## config.mk

```make
export PLATFORM = sky130hd
export DESIGN_NAME = sgcfg_decoder
export DESIGN_NICKNAME = d
export VERILOG_FILES = /design/src/rtl/sgcfg_pkg.sv /design/src/rtl/sgcfg_cmd_decode.sv /design/src/rtl/sgcfg_mode_reg.sv /design/src/rtl/sgcfg_word_reg.sv /design/src/rtl/sgcfg_decoder.sv
export SDC_FILE = /design/constraint.sdc
export NUM_CORES = 1
export LEC_CHECK = 0
export BUFFER_PORTS_ARGS = -buffer_cell sky130_fd_sc_hd__buf_2
export CAP_MARGIN = 15
export CORE_ASPECT_RATIO = 1.5
export CORE_UTILIZATION = 25
export DETAILED_ROUTE_END_ITERATION = 10
export HOLD_SLACK_MARGIN = 0.03
export PLACE_DENSITY_LB_ADDON = 0.12
export SLEW_MARGIN = 20
export SYNTH_ARGS = -nofsm -noshare
export SYNTH_HDL_FRONTEND = slang
export SYNTH_SLANG_ARGS = --single-unit
export TNS_END_PERCENT = 10
```

## constraint.sdc

```tcl
create_clock -name clk -period 3.7 [get_ports clk]
set_clock_uncertainty 0.2 [all_clocks]
set_input_delay 0 -clock clk [delete_from_list [all_inputs] [get_ports clk]]
set_output_delay 0 -clock clk [all_outputs]
set_load 0.005 [all_outputs]
```

## src/rtl/sgcfg_pkg.sv

```systemverilog
package sgcfg_pkg;

  typedef enum logic [2:0] {
    CMD_QUIET,
    CMD_ACT,
    CMD_PRE,
    CMD_PROG,
    CMD_SLOAD,
    CMD_OTHER
  } cmd_t;

  // Strobe decode: a high chip select deselects the device.
  function automatic cmd_t decode_cmd(input logic cs_n, input logic ras_n,
                                      input logic cas_n, input logic we_n,
                                      input logic dsf);
    cmd_t c;
    if (cs_n) begin
      c = CMD_QUIET;
    end else begin
      unique case ({ras_n, cas_n, we_n})
        3'b111:  c = CMD_QUIET;
        3'b011:  c = CMD_ACT;
        3'b010:  c = CMD_PRE;
        3'b000:  c = dsf ? CMD_SLOAD : CMD_PROG;
        default: c = CMD_OTHER;
      endcase
    end
    return c;
  endfunction

endpackage

```

## src/rtl/sgcfg_cmd_decode.sv

```systemverilog
module sgcfg_cmd_decode
  import sgcfg_pkg::*;
(
  input  logic cs_n,
  input  logic ras_n,
  input  logic cas_n,
  input  logic we_n,
  input  logic dsf,
  output logic is_act,
  output logic is_pre,
  output logic is_prog,
  output logic is_sload
);
  cmd_t cmd;

  always_comb begin
    cmd      = decode_cmd(cs_n, ras_n, cas_n, we_n, dsf);
    is_act   = (cmd == CMD_ACT);
    is_pre   = (cmd == CMD_PRE);
    is_prog  = (cmd == CMD_PROG);
    is_sload = (cmd == CMD_SLOAD);
  end
endmodule

```

## src/rtl/sgcfg_mode_reg.sv

```systemverilog
module sgcfg_mode_reg #(
  parameter int LAT_W   = 3,
  parameter int TEST_W  = 2,
  parameter int OUT_W   = 2,
  parameter int LAT_MAX = 3,
  parameter int LAT_RST = 2
) (
  input  logic              clk,
  input  logic              rst,
  input  logic              prog_go,
  input  logic [LAT_W-1:0]  lat_code,
  input  logic [TEST_W-1:0] test_code,
  input  logic              mode_bit,
  output logic              reject,
  output logic [OUT_W-1:0]  cas_lat,
  output logic              write_single
);
  localparam logic [LAT_W-1:0] LAT_HI  = LAT_W'(LAT_MAX);
  localparam logic [OUT_W-1:0] RST_VAL = OUT_W'(LAT_RST);

  logic lat_ok;
  logic test_ok;

  always_comb begin
    lat_ok  = (lat_code != '0) && (lat_code <= LAT_HI);
    test_ok = (test_code == '0);
    reject  = !(lat_ok && test_ok);
  end

  always_ff @(posedge clk) begin
    if (rst) begin
      cas_lat      <= RST_VAL;
      write_single <= 1'b0;
    end else if (prog_go && !reject) begin
      cas_lat      <= OUT_W'(lat_code);
      write_single <= mode_bit;
    end
  end
endmodule

```

## src/rtl/sgcfg_word_reg.sv

```systemverilog
module sgcfg_word_reg #(
  parameter int DATA_W = 32
) (
  input  logic              clk,
  input  logic              rst,
  input  logic              load,
  input  logic [DATA_W-1:0] din,
  output logic [DATA_W-1:0] q
);
  always_ff @(posedge clk) begin
    if (rst)       q <= '0;
    else if (load) q <= din;
  end
endmodule

```

## src/rtl/sgcfg_decoder.sv

```systemverilog
module sgcfg_decoder #(
  parameter int DATA_W = 32,
  parameter int ADDR_W = 10
) (
  input  logic              clk,
  input  logic              rst,
  input  logic              cs_n,
  input  logic              ras_n,
  input  logic              cas_n,
  input  logic              we_n,
  input  logic              dsf,
  input  logic              bank_sel,
  input  logic [ADDR_W-1:0] addr,
  input  logic [DATA_W-1:0] dq,
  output logic [1:0]        cas_lat,
  output logic              write_single,
  output logic              row_active,
  output logic [DATA_W-1:0] color_q,
  output logic [DATA_W-1:0] mask_q,
  output logic              cmd_err
);
  // Field positions that the command format fixes.
  localparam int LAT_LSB  = 4;
  localparam int LAT_W    = 3;
  localparam int TEST_LSB = 7;
  localparam int TEST_W   = 2;
  localparam int COLOR_B  = 6;
  localparam int MASK_B   = 5;
  localparam int N_WORDS  = 2;

  logic is_act, is_pre, is_prog, is_sload;
  logic prog_go, prog_reject;
  logic sel_both;
  logic [N_WORDS-1:0] sel_bits;
  logic [N_WORDS-1:0] word_load;
  logic [DATA_W-1:0]  word_q [N_WORDS];
  logic unused_addr;

  assign unused_addr = ^{addr[ADDR_W-1:TEST_LSB+TEST_W], addr[LAT_LSB-1:0]};

  sgcfg_cmd_decode u_dec (
    .cs_n     (cs_n),
    .ras_n    (ras_n),
    .cas_n    (cas_n),
    .we_n     (we_n),
    .dsf      (dsf),
    .is_act   (is_act),
    .is_pre   (is_pre),
    .is_prog  (is_prog),
    .is_sload (is_sload)
  );

  // Open-row tracking: programming is only honoured while idle.
  always_ff @(posedge clk) begin
    if (rst)         row_active <= 1'b0;
    else if (is_act) row_active <= 1'b1;
    else if (is_pre) row_active <= 1'b0;
  end

  assign prog_go = is_prog && !row_active;

  sgcfg_mode_reg #(
    .LAT_W   (LAT_W),
    .TEST_W  (TEST_W),
    .OUT_W   (2),
    .LAT_MAX (3),
    .LAT_RST (2)
  ) u_mode (
    .clk          (clk),
    .rst          (rst),
    .prog_go      (prog_go),
    .lat_code     (addr[LAT_LSB +: LAT_W]),
    .test_code    (addr[TEST_LSB +: TEST_W]),
    .mode_bit     (bank_sel),
    .reject       (prog_reject),
    .cas_lat      (cas_lat),
    .write_single (write_single)
  );

  // Index 0 = colour word, index 1 = mask word.
  assign sel_bits = {addr[MASK_B], addr[COLOR_B]};
  assign sel_both = &sel_bits;

  genvar gi;
  generate
    for (gi = 0; gi < N_WORDS; gi++) begin : g_word
      assign word_load[gi] = is_sload && sel_bits[gi] && !sel_both;
      sgcfg_word_reg #(.DATA_W(DATA_W)) u_word (
        .clk  (clk),
        .rst  (rst),
        .load (word_load[gi]),
        .din  (dq),
        .q    (word_q[gi])
      );
    end
  endgenerate

  assign color_q = word_q[0];
  assign mask_q  = word_q[1];

  always_ff @(posedge clk) begin
    if (rst) cmd_err <= 1'b0;
    else     cmd_err <= (prog_go && prog_reject) || (is_sload && sel_both);
  end
endmodule

```

==> flow_summary.ini <==
[routing]
vias = 2715
wl_met1_um = 3856
wl_per_cell_um = 14.44
dr.pass1.iters = 4
ant_nets = 0
drc = 0
viasPerCell = 4.465
met3_length_um = 465
highest-signal-layer = met4
wirelength_um = 8779
route.met2.wl_um = 4294
drt-initial-drc-count = 91

[grt]
grt_pass1_wl_um = 13910
grt_start_max_net_pins = 105
grt_overflow = 0
first_global_vias = 2624
grt_usage_pct = 14.99
antenna_found_initial = 0

[setup_path]
r2r_start = row_active$_SDFFE_PP0P_
path_delay_family = buffers and inverters
reg2reg_slack_ps = 1780
cpMostUsedCell = dlygate4sd3_1
critPathArrivalTime_ps = 2850
start_kind = primary input
cp_num_buf_inv = 4
end_kind = flop
cp_data_required_time_ps = 3770
r2r_cells = 4
r2r_end = u_mode.cas_lat[0]$_SDFFE_PP0P_
path_cells = dlygate4sd3_1 > buf_2 > or3_1 > dlygate4sd3_1 > nor4b_4 > mux2i_1 > dlygate4sd3_1
cp-startpoint = addr[6]
cp-endpoint = u_mode.cas_lat[0]$_SDFFE_PP0P_
crit_fanout = 5
crit_cells = 7
crit_slowest_cell = dlygate4sd3_1
critPathKind = in2reg
slowest_delay_ps = 620

[die]
initial_core_util_pct = 26.05
io_pins = 119
die_x_um = 90.10
dieArea_um2 = 12090
row_count = 47
core-area_um2 = 11170
die_height_um = 134.1

[sta]
hold_ws_ps = 131.4
setup_violations = 0
drv_slew = 0
slew_headroom_pct = 41.73
rsz0062_at_grt = no
post-route-period-util_pct = 74.97
hold_violations = 0
min_period_ps = 2774
timing.fmax_ghz = 0.3605
fin_setup_tns_ps = 0
worst-slew-pin-transition_ps = 874.1

[logic_synthesis]
synthDistinctLibCells = 21
ys_ff_latch = 69
synth.yosys.seq_area_share_pct = 47.46
syn_area_per_cell_um2 = 9.298
syn_area_um2 = 2910
yosysWarnings = 0
synth_nets = 363
syn_inst = 313

[pwr]
pwr-share-seq_pct = 41.1
swShare_pct = 20.76
finalPower_w = 0.001820
power_switching_w = 0.0003779
power_frac_comb_pct = 7.4
p_leak_nw = 1.769
peakVddDrop_mv = 0.2078
clockPowerShare_pct = 51.5
powerDensity_nw_per_um2 = 421.2
p_int_w = 0.001442

[final_layout]
syn_to_final_growth_pct = 48.50
multi_input_area_um2 = 1404
fill_cells = 1168
most-common-layout-cells = buf_2 (113), dfxtp_1 (69), nand2b_1 (68)
layout_commonest_cell = buf_2
antenna_cells = 0
drive_gt1_share_pct = 29.50
layout.nets = 506
register_area_um2 = 1381

[clock_tree]
cts_tree = yes
path_clk_slew_ps = 50
cts_hold_buf = 43
cts_buffers = 9
ctsResizeCount = 0
cts_max_path_buffers = 2
clock-sinks = 69
clk_latency_ps = 330
cts_setup_buffers = 0
h-tree-depth = 3
cts-root-buf = clkbuf_16

[place]
io_buffer_count = 113
dp_hpwl_um = 5384
routabilityCongestion = 0.6553

[outcome]
status = completed

[hold_path]
hp-class = in2reg
hp-start = cas_n

[run]
drv_cap = 0
cell type report:
| type | count | area share [%] |
|---|---|---|
| flip-flops and latches | 69 | 31.96 |
| clock buffers | 12 | 5.935 |
| multi-input cells | 216 | 32.48 |
| well taps | 147 | 4.256 |
| repair buffers | 160 | 23.74 |
| clock inverters | 4 | 1.621 |
flip-flops by register name, indices dropped and copies added (netlist names):
| signal | count |
|---|---|
| g_word.u_word.q | 64 |
| u_mode.write_single | 1 |
| row_active | 1 |
| u_mode.cas_lat | 2 |
| cmd_err | 1 |
worst min-delay path by stage:
stage               slack [ps]                             endpoint  depth (start not counted)
floorplan                  -50              row_active$_SDFFE_PP0P_                          2
global placement            70  g_word[1].u_word.q[11]$_SDFFE_PP0P_                          3
detailed placement          70  g_word[1].u_word.q[26]$_SDFFE_PP0P_                          3
CTS                        130   g_word[1].u_word.q[9]$_SDFFE_PP0P_                          5
global route               180  g_word[1].u_word.q[20]$_SDFFE_PP0P_                          5
finish                     130  g_word[1].u_word.q[25]$_SDFFE_PP0P_                          5
synthesized netlist by cell type, drive strengths merged:
cell	instances	area (um^2)
clkbuf	22	82.58
buf	6	46.29
or4	1	11.26
or3	1	6.260
nand2b	68	425.4
nand4	1	6.260
dfxtp	69	1381
nand3	32	160.2
and4b	1	10.01
nor3b	1	7.510
nor4b	1	23.77
nor4	1	21.27
and3b	1	8.760
mux2i	36	360.4
nand3b	1	7.510
o21ai	32	160.2
o211ai	1	7.510
a21oi	33	165.2
nor2	5	18.77
tightest hold or removal path: stages:
cell	delay (ps)
buf_2	120
nor4_4	50
buf_4	240
nand3_1	130
a21oi_1	50
power by group through the flow:
stage / Combinational (W) / Clock [W] / Sequential (W)
final: 0.000134 / 0.000938 / 0.000749
after global routing: 0.000148 / 0.00100 / 0.000748
after CTS: 0.000137 / 0.000974 / 0.000748
after detailed placement: 0.000103 / 0 / 0.000765
after global placement: 0.000101 / 0 / 0.000765
after floorplan: 0.0000510 / 0 / 0.000765
per-stage QoR:
step	instance area [um^2]	util [%]	setup WS [ps]	cells
detailed placement	3565	31.90	1784	549
CTS	4322	38.68	920.0	608
finish	4322	38.68	926.2	608
global placement	3562	31.88	1564	549
global route	4322	38.68	814.1	608
floorplan	2910	-	2290	313
metal layers:
metal	GRT usage (%)	vias to the layer above
met1	17.44	1270
met3	4.195	8
li1	-	1357
met4	6.362	0
met5	0	-
met2	25.70	80
cells by family (layout without fill, tap and decap cells):
| family | count (synthesis) | count (layout) | synth area share, % |
|---|---|---|---|
| compound gates | 66 | 66 | 11.44 |
| buf+inv | 28 | 176 | 4.428 |
| flops | 69 | 69 | 47.46 |
| mux | 36 | 36 | 12.38 |
| simple gates | 114 | 114 | 24.29 |
No activity file was read; power rests on OpenSTA's default activity.
